### src/rtl/rbr_pkg.sv
// Shared types of the register bank restore sequencer.
package rbr_pkg;

    // Sequencer phase; the bank and stack paths use disjoint phases.
    typedef enum logic [2:0] {
        PH_IDLE = 3'd0,
        PH_BANK = 3'd1,
        PH_SEXE = 3'd2,
        PH_SMEM = 3'd3,
        PH_SWB  = 3'd4
    } phase_e;

endpackage

### src/rtl/rbr_ctrl.sv
// Phase controller. It accepts a restore when idle, picks the path from the
// mode bit at that edge and walks the phases with a step counter.
// Assumes: BANK_EX >= 1, NREG >= 2, CNT_W wide enough for both run lengths.
module rbr_ctrl
    import rbr_pkg::*;
#(
    parameter int NREG    = 19,
    parameter int BANK_EX = 9,
    parameter int CNT_W   = 5
) (
    input  logic             clk,
    input  logic             rst_n,
    input  logic             start,
    input  logic             mode,
    output phase_e           phase,
    output logic [CNT_W-1:0] step,
    output logic             accept,
    output logic             busy,
    output logic             done
);

    localparam logic [CNT_W-1:0] BANK_LAST = CNT_W'(BANK_EX - 1);
    localparam logic [CNT_W-1:0] MEM_LAST  = CNT_W'(NREG - 1);

    // Acceptance, occupancy and end-of-sequence decode.
    always_comb begin
        accept = start && (phase == PH_IDLE);
        busy   = (phase != PH_IDLE);
        done   = ((phase == PH_BANK) && (step == BANK_LAST)) || (phase == PH_SWB);
    end

    // Phase and step register.
    always_ff @(posedge clk) begin
        if (!rst_n) begin
            phase <= PH_IDLE;
            step  <= '0;
        end else begin
            unique case (phase)
                PH_IDLE: begin
                    step <= '0;
                    if (start) phase <= mode ? PH_SEXE : PH_BANK;
                end
                PH_BANK: begin
                    if (step == BANK_LAST) begin
                        phase <= PH_IDLE;
                        step  <= '0;
                    end else begin
                        step <= step + 1'b1;
                    end
                end
                PH_SEXE: begin
                    phase <= PH_SMEM;
                    step  <= '0;
                end
                PH_SMEM: begin
                    if (step == MEM_LAST) begin
                        phase <= PH_SWB;
                        step  <= '0;
                    end else begin
                        step <= step + 1'b1;
                    end
                end
                default: begin
                    phase <= PH_IDLE;
                    step  <= '0;
                end
            endcase
        end
    end

    // the sequence ends right after done.
    a_r11_done_then_idle: assert property (@(posedge clk) disable iff (!rst_n)
        done |=> !busy);

    // an accepted sequence is not cut short before done.
    a_r9_busy_holds: assert property (@(posedge clk) disable iff (!rst_n)
        (busy && !done) |=> busy);

    // the bank step never exceeds the execute window.
    a_r3_bank_window: assert property (@(posedge clk) disable iff (!rst_n)
        (phase == PH_BANK) |-> (step <= BANK_LAST));

endmodule

### src/rtl/rbr_stack_agu.sv
// Stack address generator. It latches the stack pointer at acceptance,
// issues one word read per memory-phase cycle at rising addresses and
// tracks the returning word for the register-file write.
// Assumes: read data is valid exactly one cycle after a request.
module rbr_stack_agu
    import rbr_pkg::*;
#(
    parameter int ADDR_W = 32,
    parameter int DATA_W = 32,
    parameter int NREG   = 19,
    parameter int IDX_W  = 5,
    parameter int CNT_W  = 5
) (
    input  logic              clk,
    input  logic              rst_n,
    input  logic              accept,
    input  logic [ADDR_W-1:0] sp_in,
    input  phase_e            phase,
    input  logic [CNT_W-1:0]  step,
    output logic              mem_req,
    output logic [ADDR_W-1:0] mem_addr,
    output logic              wr_valid,
    output logic [IDX_W-1:0]  wr_idx,
    output logic [ADDR_W-1:0] sp_next
);

    localparam int                STEP_BYTES = DATA_W / 8;
    localparam logic [ADDR_W-1:0] STRIDE     = ADDR_W'(STEP_BYTES);
    localparam logic [ADDR_W-1:0] SPAN       = ADDR_W'(NREG * STEP_BYTES);

    logic [ADDR_W-1:0] base_q;

    // Base capture at acceptance only.
    always_ff @(posedge clk) begin
        if (!rst_n)      base_q <= '0;
        else if (accept) base_q <= sp_in;
    end

    // Request, address and final pointer.
    always_comb begin
        mem_req  = (phase == PH_SMEM);
        mem_addr = base_q + ADDR_W'(step) * STRIDE;
        sp_next  = base_q + SPAN;
    end

    // Track the word that returns in the next cycle.
    always_ff @(posedge clk) begin
        if (!rst_n) begin
            wr_valid <= 1'b0;
            wr_idx   <= '0;
        end else begin
            wr_valid <= mem_req;
            wr_idx   <= step[IDX_W-1:0];
        end
    end

    // consecutive requests step by one word.
    a_r6_addr_stride: assert property (@(posedge clk) disable iff (!rst_n)
        (mem_req && $past(mem_req)) |-> (mem_addr == $past(mem_addr) + STRIDE));

    // every request is followed by a write of its word.
    a_r7_write_follows: assert property (@(posedge clk) disable iff (!rst_n)
        mem_req |=> wr_valid);

    // the base does not move during the memory phase.
    a_r10_base_stable: assert property (@(posedge clk) disable iff (!rst_n)
        (mem_req && $past(mem_req)) |-> $stable(base_q));

endmodule

### src/rtl/rbr_bank_copy.sv
// Bank copy lanes. In each bank execute cycle every lane reads one bank
// entry and writes it to the register of the same number, until all
// NREG entries are copied.
// Assumes: LANES * BANK_EX >= NREG (set by the top).
module rbr_bank_copy
    import rbr_pkg::*;
#(
    parameter int NREG   = 19,
    parameter int LANES  = 3,
    parameter int IDX_W  = 5,
    parameter int CNT_W  = 5,
    parameter int DATA_W = 32
) (
    input  phase_e                   phase,
    input  logic [CNT_W-1:0]         step,
    input  logic [LANES*DATA_W-1:0]  bank_rdata,
    output logic [LANES*IDX_W-1:0]   bank_ridx,
    output logic [LANES-1:0]         lane_we,
    output logic [LANES*IDX_W-1:0]   lane_idx,
    output logic [LANES*DATA_W-1:0]  lane_data
);

    localparam int ENT_W = CNT_W + $clog2(LANES + 1) + 1;

    for (genvar j = 0; j < LANES; j++) begin : g_lane
        logic [ENT_W-1:0] entry;

        // Entry number handled by this lane in the current cycle.
        always_comb begin
            entry = ENT_W'(step) * ENT_W'(LANES) + ENT_W'(j);
            lane_we[j] = (phase == PH_BANK) && (entry < ENT_W'(NREG));
            bank_ridx[j*IDX_W +: IDX_W] = entry[IDX_W-1:0];
            lane_idx[j*IDX_W +: IDX_W]  = entry[IDX_W-1:0];
            lane_data[j*DATA_W +: DATA_W] = bank_rdata[j*DATA_W +: DATA_W];
        end
    end

endmodule

### src/rtl/regbank_restore_seq.sv
// Register bank restore sequencer top. It joins the phase controller, the
// stack address generator and the bank copy lanes, merges their writes
// onto the register-file lanes and drives stall and the pointer update.
// Assumes: one restore at a time; memory read latency of one cycle.
module regbank_restore_seq
    import rbr_pkg::*;
#(
    parameter int  NREG    = 19,
    parameter int  BANK_EX = 9,
    parameter int  DATA_W  = 32,
    parameter int  ADDR_W  = 32,
    localparam int LANES   = (NREG + BANK_EX - 1) / BANK_EX,
    localparam int IDX_W   = $clog2(NREG),
    localparam int CNT_W   = $clog2((NREG > BANK_EX ? NREG : BANK_EX) + 1)
) (
    input  logic                    clk,
    input  logic                    rst_n,
    input  logic                    start,
    input  logic                    mode,
    input  logic [ADDR_W-1:0]       sp_in,
    input  logic [DATA_W-1:0]       mem_rdata,
    input  logic [LANES*DATA_W-1:0] bank_rdata,
    output logic [LANES*IDX_W-1:0]  bank_ridx,
    output logic                    mem_req,
    output logic [ADDR_W-1:0]       mem_addr,
    output logic [LANES-1:0]        rf_we,
    output logic [LANES*IDX_W-1:0]  rf_waddr,
    output logic [LANES*DATA_W-1:0] rf_wdata,
    output logic                    sp_we,
    output logic [ADDR_W-1:0]       sp_wdata,
    output logic                    busy,
    output logic                    stall,
    output logic                    done
);

    phase_e             phase;
    logic [CNT_W-1:0]   step;
    logic               accept;
    logic               stk_wr_valid;
    logic [IDX_W-1:0]   stk_wr_idx;
    logic [ADDR_W-1:0]  sp_next;
    logic [LANES-1:0]        bank_we;
    logic [LANES*IDX_W-1:0]  bank_idx;
    logic [LANES*DATA_W-1:0] bank_data;

    rbr_ctrl #(
        .NREG    (NREG),
        .BANK_EX (BANK_EX),
        .CNT_W   (CNT_W)
    ) i_ctrl (
        .clk    (clk),
        .rst_n  (rst_n),
        .start  (start),
        .mode   (mode),
        .phase  (phase),
        .step   (step),
        .accept (accept),
        .busy   (busy),
        .done   (done)
    );

    rbr_stack_agu #(
        .ADDR_W (ADDR_W),
        .DATA_W (DATA_W),
        .NREG   (NREG),
        .IDX_W  (IDX_W),
        .CNT_W  (CNT_W)
    ) i_agu (
        .clk      (clk),
        .rst_n    (rst_n),
        .accept   (accept),
        .sp_in    (sp_in),
        .phase    (phase),
        .step     (step),
        .mem_req  (mem_req),
        .mem_addr (mem_addr),
        .wr_valid (stk_wr_valid),
        .wr_idx   (stk_wr_idx),
        .sp_next  (sp_next)
    );

    rbr_bank_copy #(
        .NREG   (NREG),
        .LANES  (LANES),
        .IDX_W  (IDX_W),
        .CNT_W  (CNT_W),
        .DATA_W (DATA_W)
    ) i_bank (
        .phase      (phase),
        .step       (step),
        .bank_rdata (bank_rdata),
        .bank_ridx  (bank_ridx),
        .lane_we    (bank_we),
        .lane_idx   (bank_idx),
        .lane_data  (bank_data)
    );

    // Lane 0 carries either the bank copy or the popped stack word.
    always_comb begin
        rf_we    = bank_we;
        rf_waddr = bank_idx;
        rf_wdata = bank_data;
        if (stk_wr_valid) begin
            rf_we[0]            = 1'b1;
            rf_waddr[IDX_W-1:0] = stk_wr_idx;
            rf_wdata[DATA_W-1:0] = mem_rdata;
        end
    end

    // Stall and stack pointer update.
    always_comb begin
        stall    = busy;
        sp_we    = done && (phase == PH_SWB);
        sp_wdata = sp_next;
    end

    // the bank path never requests memory.
    a_r3_bank_no_mem: assert property (@(posedge clk) disable iff (!rst_n)
        (phase == PH_BANK) |-> !mem_req);

    // the stack path uses at most one write lane.
    a_r7_single_lane: assert property (@(posedge clk) disable iff (!rst_n)
        (phase != PH_BANK) |-> ($countones(rf_we) <= 1));

    // memory requests start only after the stack execute cycle.
    a_r2_stack_entry: assert property (@(posedge clk) disable iff (!rst_n)
        $rose(mem_req) |-> ($past(phase) == PH_SEXE));

    // the pointer update coincides with done.
    a_r8_sp_with_done: assert property (@(posedge clk) disable iff (!rst_n)
        sp_we |-> (done && !mem_req));

    // a start while busy does not disturb the step sequence.
    a_r9_busy_ignores_start: assert property (@(posedge clk) disable iff (!rst_n)
        (busy && !done && start) |=> busy);

endmodule

### config.mk
export PLATFORM = sky130hd
export DESIGN_NAME = regbank_restore_seq
export DESIGN_NICKNAME = d
export VERILOG_FILES = /design/src/rtl/rbr_pkg.sv /design/src/rtl/rbr_ctrl.sv /design/src/rtl/rbr_stack_agu.sv /design/src/rtl/rbr_bank_copy.sv /design/src/rtl/regbank_restore_seq.sv
export SDC_FILE = /design/constraint.sdc
export NUM_CORES = 1
export LEC_CHECK = 0
export BUFFER_PORTS_ARGS = -buffer_cell sky130_fd_sc_hd__buf_2
export CORE_AREA = 10 10 132 134
export CTS_BUF_LIST = sky130_fd_sc_hd__clkbuf_4 sky130_fd_sc_hd__clkbuf_8 sky130_fd_sc_hd__clkbuf_16
export DETAILED_ROUTE_END_ITERATION = 10
export DIE_AREA = 0 0 142 144
export GPL_TIMING_DRIVEN = 0
export PLACE_DENSITY_LB_ADDON = 0.05
export SYNTH_ARGS = -nofsm -noshare
export SYNTH_HDL_FRONTEND = slang
export SYNTH_HIERARCHICAL = 1
export SYNTH_SLANG_ARGS = --single-unit
export TNS_END_PERCENT = 30
### constraint.sdc
create_clock -name clk -period 3.44 [get_ports clk]
set_clock_uncertainty 0.05 [all_clocks]
set_input_delay 0.688 -clock clk [delete_from_list [all_inputs] [get_ports clk]]
set_output_delay 0.688 -clock clk [all_outputs]
set_load 0.02 [all_outputs]
==> out/summary.log, run 1 <==
[run_status] status completed
[synthesis] Top FF cell, synth sky130_fd_sc_hd__dfxtp_1
[clock_network] CTS Buf Count 5
[sta] number of endpoints failing setup at the final stage 0
[finish] P&R area growth vs syn 39.2%
[finish] Design Area, Final 7100 um2
[setup_path] Critical Setup Path Class register to output pin
[clock_network] number of clock sinks 46
[drt] count of vias placed by the detailed router 4852
[drt] first-pass iteration count of the detailed router 5
[sta] actual slew at the worst max-slew pin 0.931 ns
[finish] final core utilization 47.7%
[place] weighted congestion reported at the end of routability-driven placement 0.906
[floorplanning] Row Count 45
[setup_path] required time worst endpoint 2.70 ns
[floorplanning] initial standard-cell utilization of the core 34.3%
[floorplanning] placeable core area 14900 um2
[synthesis] portion of synthesized cell area occupied by the leading cell type 18.1%
[clock_network] post-cts hold buffer count 0
[place] buffers added on ports 265
[sta] max_slew headroom 37.8%
[global_route] wire length of the first global-routing pass 28700 um
[synthesis] syn nets 769
[power] power density of the placed cells 274 nW/um2
[clock_network] cell chosen for the clock root sky130_fd_sc_hd__clkbuf_16
[sta] clock period minus worst slack 3.40 ns
[synthesis] number of flops mapped to enable cells by yosys 0
[finish] proportion of layout cells with a drive suffix above 1 57.4%
[sta] Tcrit/Tclk final 98.7%
[synthesis] cell area after technology mapping 5100 um2
[sta] number of pins exceeding their max-slew limit in the final report 0
[finish] fill cell instance count of the final layout 1491
[sta] final total negative setup slack 0 ns
[drt] vias per cell 4.58
[finish] post-layout net count 1055
[power] relative contribution of the clock network to total power 29.7%
[power] maximum ir drop on the vdd rail 0.185 mV
[synthesis] synthesized netlist cell count 584
[drt] number of violations reported at the end of detailed-routing iteration 0 117
[place] half-perimeter wire length after placement 16800 um
[drt] number of antenna-violating nets in the routed design 0
[global_route] remaining global-route overflow 0
[drt] DRC violations left 0
[sta] final number of hold-violating endpoints 0
[setup_path] arrival time of data at the critical path endpoint 2.66 ns
[clock_network] maximum buffer depth of the clock tree 2
[power] Total Power 1.94 mW
[place] instance area after placement 6680 um2
[power] Switching Fraction 34.6%
[synthesis] Synthesis Warnings 6
[finish] Antenna diodes 0
[setup_path] nature of the critical path endpoint output pin
[power] leak pwr 3.66 nW
[synthesis] post-synth cell types 60
[synthesis] Post-Synthesis Mean Instance Area 8.73 um2
[sta] highest clock rate 0.294 GHz
[power] internal power component 1.27 mW
[global_route] antenna violations before repair 0
[synthesis] leading cell types by total area after synthesis sky130_fd_sc_hd__dfxtp_1 (18%), sky130_fd_sc_hd__buf_4 (18%), sky130_fd_sc_hd__xnor2_1 (7.9%)
[drt] post-detailed-routing wire length 19800 um
[synthesis] dominant cell type by area after synthesis sky130_fd_sc_hd__dfxtp_1
[finish] commonest non-fill, non-tap cells in the layout sky130_fd_sc_hd__buf_2 (265), sky130_fd_sc_hd__buf_4 (137), sky130_fd_sc_hd__xnor2_1 (44)
[setup_path] launching element type of the critical path register
[global_route] GRT Util Overall 17.6%
[floorplanning] Chip Width 142 um
[clock_network] clock tree from TritonCTS done
[synthesis] count of state elements after synthesis 46
[power] part of the power in combinational logic 39.6%
[power] sw power 0.671 mW
[setup_path] highest net fanout along the worst path 6
[synthesis] proportion of synthesized chip area in sequential cells 18.1%
[clock_network] Worst-path clk slew 0.07 ns
[global_route] maximum number of pins on one net before global-route repair 14
[floorplanning] total I/O pin count 362
[floorplanning] chip height 144 um
[worst_hold_path] Min-Delay Path Class register to register
[floorplanning] die outline area 20400 um2
[power] part of the power in registers 30.7%
[synthesis] share of synthesized flip-flops with an asynchronous set or reset 0%
[drt] Wirelength per Cell 18.7 um
[finish] leading cell type in the layout, fill and taps excluded sky130_fd_sc_hd__buf_2
[global_route] vias in the first global route 4985
[clock_network] clock latency reported for the late side of the worst-skew pair 0.29 ns
[sta] unrepaired setup endpoints after global routing yes
[flow_run] Max Cap Viol 0
[clock_network] H-tree lvl count 2
==> Yosys cell counts (3+ instances only) <==
cell                       count
sky130_fd_sc_hd__or3_1         3
sky130_fd_sc_hd__mux2_2       18
sky130_fd_sc_hd__nand3_1      20
sky130_fd_sc_hd__nor2b_1      34
sky130_fd_sc_hd__mux2_4       19
sky130_fd_sc_hd__a211oi_1      3
sky130_fd_sc_hd__dfxtp_1      46
sky130_fd_sc_hd__a21o_1        4
sky130_fd_sc_hd__clkbuf_1     10
sky130_fd_sc_hd__inv_1        19
sky130_fd_sc_hd__nand2b_1      5
sky130_fd_sc_hd__o21ai_0       3
sky130_fd_sc_hd__buf_6        10
sky130_fd_sc_hd__buf_1         3
sky130_fd_sc_hd__xor2_1       17
sky130_fd_sc_hd__nand4_1      15
sky130_fd_sc_hd__xnor2_1      46
sky130_fd_sc_hd__nand2_1      34
sky130_fd_sc_hd__o21bai_1      4
sky130_fd_sc_hd__o21a_1        4
sky130_fd_sc_hd__nor2_1       20
sky130_fd_sc_hd__a21oi_1       6
sky130_fd_sc_hd__mux2i_1      36
sky130_fd_sc_hd__nor3_1        9
sky130_fd_sc_hd__and3_1        6
sky130_fd_sc_hd__a31oi_1       3
sky130_fd_sc_hd__buf_4       121
sky130_fd_sc_hd__ha_1         19
sky130_fd_sc_hd__and2_1        7
==> routing by layer <==
layer  routed length (um)  GRT usage [%]
met1                 7690           19.3
met2                10200           31.9
met3                 1610           5.67
met4                  346           4.30
met5                    0              0
==> power groups by stage <==
| stage | Combinational (mW) | Clock [mW] | Sequential (mW) |
|---|---|---|---|
| floorplan | 0.521 | 0 | 0.601 |
| global placement | 0.758 | 0 | 0.611 |
| detailed placement | 0.763 | 0 | 0.612 |
| CTS | 0.776 | 0.594 | 0.596 |
| global route | 0.825 | 0.611 | 0.602 |
| finish | 0.769 | 0.576 | 0.597 |
==> layout make-up <==
cell class | instances | area, um2 | share of cell area [%]
flip-flops and latches | 46 | 933 | 13.2
clock buffers | 7 | 140 | 1.97
repair buffers | 279 | 1450 | 20.4
well taps | 188 | 235 | 3.31
plain buffers | 147 | 1090 | 15.4
inverters | 21 | 78.8 | 1.11
clock inverters | 1 | 30.0 | 0.423
multi-input cells | 370 | 3140 | 44.2
==> worst max-delay path, cell delays in order (launching register included) <==
cell and delay (ns):
sky130_fd_sc_hd__dfxtp_4 0.38, sky130_fd_sc_hd__buf_4 0.15, sky130_fd_sc_hd__fa_2 0.61, sky130_fd_sc_hd__ha_4 0.19
sky130_fd_sc_hd__nand2_4 0.07, sky130_fd_sc_hd__nor3_1 0.15, sky130_fd_sc_hd__a31oi_1 0.06, sky130_fd_sc_hd__o221a_2 0.31
sky130_fd_sc_hd__nor4_4 0.26, sky130_fd_sc_hd__buf_4 0.18
==> stage by stage <==
step                      setup WS (ns)  hold slack [ns]  instances
after floorplan                 -0.0143            0.458        584
after global placement           -0.250            0.472       1037
after detailed placement         -0.261            0.487       1037
after CTS                       -0.0652            0.502       1050
after global routing            -0.0638            0.539       1059
final                            0.0442            0.501       1059
==> registers in the layout (all words and copies together), names as in the netlist <==
register        count
i_agu/base_q       32
i_ctrl/step         5
i_agu/wr_valid      1
i_agu/wr_idx        5
i_ctrl/phase        3
==> kinds of logic after synthesis <==
logic type	after synthesis	synth area share, %
AO/OA/AOI/OAI	37	5.20
XOR/XNOR	66	12.0
adder cells (fa/ha/maj)	21	5.45
buffers and inverters	168	22.8
flip-flops	46	18.1
multiplexers	74	17.1
AND/OR/NAND/NOR	172	19.4
==> path summary, 6_finish.rpt <==
kind / start / end / slack [ns] / depth (start not counted)
hold reg to reg: i_agu/base_q[1] / i_agu/base_q[1] / 0.50 / 2
setup / recovery: i_ctrl/step[1] / rf_we[1] / 0.04 / 9
hold / removal: i_agu/base_q[1] / i_agu/base_q[1] / 0.50 / 2
setup reg to reg: i_ctrl/phase[1] / i_agu/base_q[21] / 0.91 / 6
==> what timing repair did <==
| action | in CTS | in global routing |
|---|---|---|
| setup buffers | 5 | 9 |
| gates resized for setup | 19 | 16 |
| endpoints found under the setup margin | 27 | 18 |
| pin swaps | 2 | 5 |
Power figures use the tool's default switching activity.
==> run 2: changes to the inputs <==
--- a/config.mk
+++ b/config.mk
@@ -7,8 +7,8 @@
 export LEC_CHECK = 0
 export BUFFER_PORTS_ARGS = -buffer_cell sky130_fd_sc_hd__buf_2
-export CORE_AREA = 10 10 132 134
+export CORE_AREA = 10 10 134 136
 export CTS_BUF_LIST = sky130_fd_sc_hd__clkbuf_4 sky130_fd_sc_hd__clkbuf_8 sky130_fd_sc_hd__clkbuf_16
 export DETAILED_ROUTE_END_ITERATION = 10
-export DIE_AREA = 0 0 142 144
+export DIE_AREA = 0 0 144 146
 export GPL_TIMING_DRIVEN = 0
 export PLACE_DENSITY_LB_ADDON = 0.05
==> constraint.sdc (replaced) <==
create_clock -name clk -period 4.2 [get_ports clk]
set_clock_uncertainty 0.05 [all_clocks]
set_input_delay 0.84 -clock clk [delete_from_list [all_inputs] [get_ports clk]]
set_output_delay 0.84 -clock clk [all_outputs]
set_load 0.1 [all_outputs]
==> out/summary.log, run 2 (same netlist as run 1, synthesis figures left out) <==
[setup_path] CP top delay family adder cells
[sta] max_slew headroom 37.4% [-0.35 points]
[floorplanning] placeable core area 15500 um2 [+4.2%]
[place] Post-Place Setup Slack 0.0806 ns [+0.341 ns]
[setup_path] ordered list of cells on the worst path ha_1 -> fa_2 -> ha_4 -> nand2_4 -> nor3_1 -> a31oi_1 -> o221a_2 -> nor4_4 -> buf_6
[clock_network] CTS Buf Count 5 [unchanged]
[global_route] antenna violations before repair 0 [unchanged]
[drt] number of violations reported at the end of detailed-routing iteration 0 162 [+38%]
[drt] first-pass iteration count of the detailed router 4 [-1]
[place] buffers added on ports 265 [unchanged]
[setup_path] Critical Setup Path Class register to output pin
[finish] largest registers i_agu/base_q: 32 flops, i_agu/wr_idx: 5 flops, i_ctrl/step: 5 flops
[global_route] vias in the first global route 5138 [+3.1%]
[sta] Tcrit/Tclk final 95.7%
[finish] fill cell instance count of the final layout 1574 [+5.6%]
[global_route] wire length of the first global-routing pass 29900 um [+3.9%]
[setup_path] launching element type of the critical path register
[place] weighted congestion reported at the end of routability-driven placement 0.841 [-7.2%]
[clock_network] number of clock sinks 46 [unchanged]
[sta] unrepaired setup endpoints after global routing no
[drt] count of vias placed by the detailed router 4871 [+0.39%]
[clock_network] maximum buffer depth of the clock tree 2 [unchanged]
[finish] commonest non-fill, non-tap cells in the layout sky130_fd_sc_hd__buf_2 (264), sky130_fd_sc_hd__buf_4 (122), sky130_fd_sc_hd__xnor2_1 (44), sky130_fd_sc_hd__dfxtp_1 (44), sky130_fd_sc_hd__mux2i_1 (36)
[floorplanning] total I/O pin count 362 [unchanged]
[setup_path] arrival time of data at the critical path endpoint 3.13 ns [+0.47 ns]
[sta] clock period minus worst slack 4.02 ns
[drt] post-detailed-routing wire length 20400 um [+2.7%]
[drt] number of antenna-violating nets in the routed design 0 [unchanged]
[clock_network] clock latency reported for the late side of the worst-skew pair 0.29 ns [about the same]
[drt] DRC violations left 0 [unchanged]
[sta] number of pins exceeding their max-slew limit in the final report 0 [unchanged]
[power] Total Power 2.24 mW [+15%]
[global_route] GRT Util Overall 18.0% [+0.43 points]
[place] half-perimeter wire length after placement 17400 um [+3.7%]
[clock_network] post-cts hold buffer count 0 [unchanged]
[finish] P&R area growth vs syn 36.4%
[floorplanning] chip height 146 um [+1.4%]
[setup_path] Max stage delay on crit path 0.69 ns [+0.08 ns]
[setup_path] highest net fanout along the worst path 17 [+11]
[sta] hold_ws 0.501 ns [-0.000375 ns]
[setup_path] nature of the critical path endpoint output pin
[power] maximum ir drop on the vdd rail 0.205 mV [+11%]
[drt] vias per cell 4.64 [+1.3%]
[worst_hold_path] Worst Hold Depth 2 [unchanged]
[power] power density of the placed cells 322 nW/um2 [+18%]
[finish] max reg flops 32 [unchanged]
[flow_run] Max Cap Viol 0 [unchanged]
[worst_hold_path] Min-Delay Path Class register to register
[global_route] remaining global-route overflow 0 [unchanged]
[finish] final instance count without filler cells 1049 [-0.94%]
[setup_path] Register-to-Register Path Depth 6 [unchanged]
[finish] Antenna diodes 0 [unchanged]
[clock_network] Worst-path clk slew 0.07 ns [about the same]
[global_route] maximum number of pins on one net before global-route repair 18 [+4]
[clock_network] cell chosen for the clock root sky130_fd_sc_hd__clkbuf_16
[finish] proportion of layout cells with a drive suffix above 1 55.8% [-1.6 points]
[floorplanning] die outline area 21000 um2 [+2.8%]
[floorplanning] Chip Width 144 um [+1.4%]
[finish] Top reg by flops i_agu/base_q
[floorplanning] initial standard-cell utilization of the core 32.9% [-1.4 points]
[setup_path] Critical Path Stages 9 [unchanged]
[clock_network] H-tree lvl count 2 [unchanged]
[sta] actual slew at the worst max-slew pin 0.937 ns [+0.00531 ns]
[clock_network] clock tree from TritonCTS done
[sta] highest clock rate 0.249 GHz
[power] leak pwr 3.57 nW [-2.5%]
[setup_path] cell type of the slowest stage on the worst timing path sky130_fd_sc_hd__fa_2
[setup_path] count of buffer and inverter cells on the critical path 1 [-1]
[clock_network] buffers inserted by post-CTS timing repair 0 [-5]
[setup_path] required time worst endpoint 3.31 ns [+0.61 ns]
[sta] final number of hold-violating endpoints 0 [unchanged]
[place] count of placed standard cells including taps 1041 [+0.39%]
[clock_network] number of gates resized after CTS 3 [-16]
[drt] Wirelength per Cell 19.4 um [+3.7%]
[finish] leading cell type in the layout, fill and taps excluded sky130_fd_sc_hd__buf_2
[sta] number of endpoints failing setup at the final stage 0 [unchanged]
[finish] post-layout net count 1041 [-1.3%]
[floorplanning] Row Count 46 [+2.2%]
[sta] Worst Setup Slack, final 0.182 ns [+0.137 ns]
[sta] final total negative setup slack 0 ns [unchanged]
[run_status] status completed
==> run 2: worst reg2reg max path, delay by kind of cell, from the launching register on <==
family / cells / cell delay (ns)
buffers and inverters: 2 / 1.05
muxes: 1 / 0.28
and+or+nand+nor: 3 / 0.67
DFF: 1 / 0.44
==> run 2: per-layer routing <==
layer  routed length [um]  vias to the layer above  global-route usage [%]
met5                    0                        -                       0
met4                  544                        0                    6.08
met3                 2400                       28                    7.34
met2                10100                      231                    32.0
met1                 7320                     2232                    18.5
li1                     -                     2380                       -
==> run 2: per-stage QoR <==
stage	util [%]	area, um2
2_1_floorplan	-	5220
3_3_place_gp	43.8	6790
3_5_place_dp	43.8	6790
4_1_cts	44.8	6940
5_1_grt	44.9	6950
6_report	44.9	6950
==> run 2: power by group <==
group          internal [mW]  switching (mW)
combinational          0.282            1.05
clock                  0.236           0.179
sequential             0.460          0.0326
total                  0.979            1.26
==> run 2: worst paths after layout <==
kind                                       from               end  slack (ns)
worst max-delay path             i_ctrl/step[0]          rf_we[1]        0.18
worst max register to register  i_ctrl/phase[1]  i_agu/base_q[17]        1.62
worst min-delay path            i_agu/base_q[0]   i_agu/base_q[0]        0.50
worst min register to register  i_agu/base_q[0]   i_agu/base_q[0]        0.50
==> run 2: cell type report <==
| class | instances | area [um2] | area share, % |
|---|---|---|---|
| Tap cell | 192 | 240 | 3.46 |
| Timing Repair Buffer | 265 | 1340 | 19.2 |
| Clock buffer | 6 | 139 | 2.00 |
| Buffer | 147 | 1090 | 15.6 |
| Multi-Input combinational cell | 370 | 3120 | 44.9 |
| Clock inverter | 2 | 12.5 | 0.180 |
| Inverter | 21 | 86.3 | 1.24 |
| Sequential cell | 46 | 926 | 13.3 |
==> run 3: changes to the inputs <==
Settings changed: CORE_AREA 10 10 134 136 to 10 10 131 133, DIE_AREA 0 0 144 146 to 0 0 141 143, RECOVER_POWER set to 50.
Clock period 4.2 ns to 3.6 ns, I/O delays scaled along.
==> out/summary.log, run 3 (same netlist as run 1, synthesis figures left out) <==
[run_status] status completed
[global_route] GRT Util Overall 18.7% [+0.66 points]
[finish] P&R area growth vs syn 40.0%
[setup_path] Register-to-Register Path Depth 6 [unchanged]
[finish] Top reg by flops i_agu/base_q
[finish] Multi-input gate area 3250 um2 [+4.0%]
[clock_network] CTS Buf Count 5 [unchanged]
[power] leak pwr 3.36 nW [-5.8%]
[drt] number of antenna-violating nets in the routed design 0 [unchanged]
[finish] final instance count without filler cells 1052 [+0.29%]
[place] Post-Place Setup Slack -0.251 ns [-0.331 ns]
[setup_path] nature of the critical path endpoint output pin
[finish] post-layout net count 1051 [+0.96%]
[floorplanning] total I/O pin count 362 [unchanged]
[power] relative contribution of the clock network to total power 20.0% [+1.5 points]
[sta] hold_ws 0.499 ns [-0.00215 ns]
[clock_network] clock tree from TritonCTS done
[setup_path] count of buffer and inverter cells on the critical path 2 [+1]
[power] maximum ir drop on the vdd rail 0.205 mV [+0.29%]
[floorplanning] chip height 143 um [-2.1%]
[floorplanning] Chip Width 141 um [-2.1%]
[sta] max_slew headroom 16.0% [-21 points]
[place] count of placed standard cells including taps 1033 [-0.77%]
[power] power density of the placed cells 376 nW/um2 [+17%]
[setup_path] launching element type of the critical path register
[finish] FF/Latch Area 936 um2 [+1.1%]
[sta] Tcrit/Tclk final 97.9%
[clock_network] cell chosen for the clock root sky130_fd_sc_hd__clkbuf_16
[sta] number of endpoints failing setup at the final stage 0 [unchanged]
[floorplanning] initial standard-cell utilization of the core 35.3% [+2.4 points]
[setup_path] required time worst endpoint 2.83 ns [-0.48 ns]
[place] weighted congestion reported at the end of routability-driven placement 0.861 [+2.4%]
[sta] actual slew at the worst max-slew pin 1.27 ns [+0.329 ns]
[finish] max reg flops 32 [unchanged]
[finish] fill cell instance count of the final layout 1504 [-4.4%]
[finish] proportion of layout cells with a drive suffix above 1 45.9% [-9.9 points]
[finish] largest registers i_agu/base_q: 32 flops, i_agu/wr_idx: 5 flops, i_ctrl/step: 5 flops
[setup_path] ordered list of cells on the worst path buf_4 -> fa_2 -> ha_4 -> nand2_4 -> or3_1 -> mux2i_1 -> xnor2_1 -> nor4_4 -> buf_6
[drt] post-detailed-routing wire length 20700 um [+1.5%]
[clock_network] Worst-path clk slew 0.07 ns [about the same]
[sta] number of pins exceeding their max-slew limit in the final report 0 [unchanged]
[sta] highest clock rate 0.284 GHz
[drt] count of vias placed by the detailed router 4884 [+0.27%]
[setup_path] arrival time of data at the critical path endpoint 2.76 ns [-0.37 ns]
[clock_network] H-tree lvl count 2 [unchanged]
[setup_path] Critical Setup Path Class register to output pin
[setup_path] R2R Path Start i_ctrl/phase[1]
[drt] Wirelength per Cell 19.7 um [+1.2%]
[setup_path] Max stage delay on crit path 0.64 ns [-0.05 ns]
[floorplanning] placeable core area 14400 um2 [-6.8%]
[setup_path] worst reg2reg path endpoint i_agu/base_q[26]
[drt] DRC violations left 0 [unchanged]
[setup_path] Register-to-Register Setup Slack 0.94 ns [-0.68 ns]
[clock_network] maximum buffer depth of the clock tree 2 [unchanged]
[sta] Worst Setup Slack, final 0.0739 ns [-0.108 ns]
[finish] leading cell type in the layout, fill and taps excluded sky130_fd_sc_hd__buf_4
[setup_path] CP top delay family adder cells
[flow_run] Max Cap Viol 0 [unchanged]
[setup_path] launch point of the critical path i_ctrl/step[1]
[setup_path] highest net fanout along the worst path 7 [-10]
[setup_path] Critical Path Stages 9 [unchanged]
[power] Switching Fraction 55.0% [-1.3 points]
[sta] unrepaired setup endpoints after global routing yes
[power] part of the power in registers 21.3% [-0.7 points]
[finish] Design Area, Final 7130 um2 [+2.6%]
[sta] clock period minus worst slack 3.53 ns
[finish] commonest non-fill, non-tap cells in the layout sky130_fd_sc_hd__buf_4 (143), sky130_fd_sc_hd__buf_2 (136), sky130_fd_sc_hd__clkbuf_1 (115)
[clock_network] clock latency reported for the late side of the worst-skew pair 0.28 ns [about the same]
[setup_path] cell type of the slowest stage on the worst timing path sky130_fd_sc_hd__fa_2
[place] buffers added on ports 265 [unchanged]
[floorplanning] Row Count 44 [-4.3%]
[floorplanning] die outline area 20200 um2 [-4.1%]
[drt] number of violations reported at the end of detailed-routing iteration 0 158 [-2.5%]
[power] Total Power 2.68 mW [+20%]
[worst_hold_path] Worst Hold Depth 2 [unchanged]
[power] sw power 1.47 mW [+17%]
[power] internal power component 1.21 mW [+23%]
[power] part of the power in combinational logic 58.7% [-0.8 points]
[drt] first-pass iteration count of the detailed router 4 [unchanged]
[global_route] remaining global-route overflow 0 [unchanged]
[global_route] antenna violations before repair 1 [+1]
[place] half-perimeter wire length after placement 17500 um [+0.60%]
[setup_path] crit path capture rf_we[1]
[place] instance area after placement 6860 um2 [+1.1%]
[clock_network] post-cts hold buffer count 0 [unchanged]
[global_route] maximum number of pins on one net before global-route repair 15 [-3]
[global_route] vias in the first global route 5132 [-0.12%]
[drt] vias per cell 4.64 [about the same]
[sta] final number of hold-violating endpoints 0 [unchanged]
[clock_network] number of clock sinks 46 [unchanged]
[worst_hold_path] Min-Delay Path Class register to register
[global_route] wire length of the first global-routing pass 30200 um [+0.97%]
run 3: changes by cell type in the layout (fill, tap and decap cells not counted), sizes merged:
cell,previous run,this run
clkinv,1,0
clkbuf,18,131
buf,400,297
diode,0,1
bufinv,0,1
run 3: stage by stage:
step	utilization (%)	TNS (ns)
6_report	49.5	0
5_1_grt	49.4	-0.0554
4_1_cts	49.9	-0.110
3_5_place_dp	47.6	-0.616
3_3_place_gp	47.6	-0.578
2_1_floorplan	-	-20.36
run 3: how the worst min path moves through the flow:
stage                     from              end
2_1_floorplan  i_agu/base_q[0]  i_agu/base_q[0]
3_3_place_gp   i_agu/base_q[1]  i_agu/base_q[1]
3_5_place_dp   i_agu/base_q[0]  i_agu/base_q[0]
4_1_cts        i_agu/base_q[0]  i_agu/base_q[0]
5_1_grt        i_agu/base_q[0]  i_agu/base_q[0]
6_report       i_agu/base_q[0]  i_agu/base_q[0]
run 3: final cells by class:
cell class,count,area share [%]
Multi-Input combinational cell,370,45.5
Antenna cell,1,0.0351
Timing Repair Buffer,275,19.1
Sequential cell,46,13.1
Clock buffer,6,1.86
Buffer,147,15.4
Inverter,21,1.21
Clock inverter,2,0.526
Tap cell,184,3.23
run 3: power by group through the flow:
stage	Sequential [mW]	Combinational (mW)	Clock, mW
floorplan	0.577	1.34	0
global placement	0.586	1.56	0
detailed placement	0.588	1.57	0
CTS	0.571	1.59	0.553
global route	0.575	1.62	0.573
finish	0.570	1.57	0.537
run 3: routing by layer:
layer,up-vias,global-route usage [%],part of all wire (%)
met5,-,0,0
met4,0,3.48,1.2
met1,2234,20.8,38
li1,2397,-,-
met2,239,33.9,51
met3,14,6.40,9.2
run 3: worst register-to-register path: stages (launching register included):
cell and delay (ns):
sky130_fd_sc_hd__dfxtp_1 0.44, sky130_fd_sc_hd__or3_1 0.44, sky130_fd_sc_hd__nor2_1 0.22, sky130_fd_sc_hd__clkbuf_1 0.37, sky130_fd_sc_hd__buf_1 0.70, sky130_fd_sc_hd__mux2i_1 0.28
sky130_fd_sc_hd__nor2b_1 0.06
run 3: timing repair:
action	4_1_cts	5_1_grt
gates resized for setup	30	26
pin swaps	3	5
setup buffers	9	1
endpoints found under the setup margin	30	31
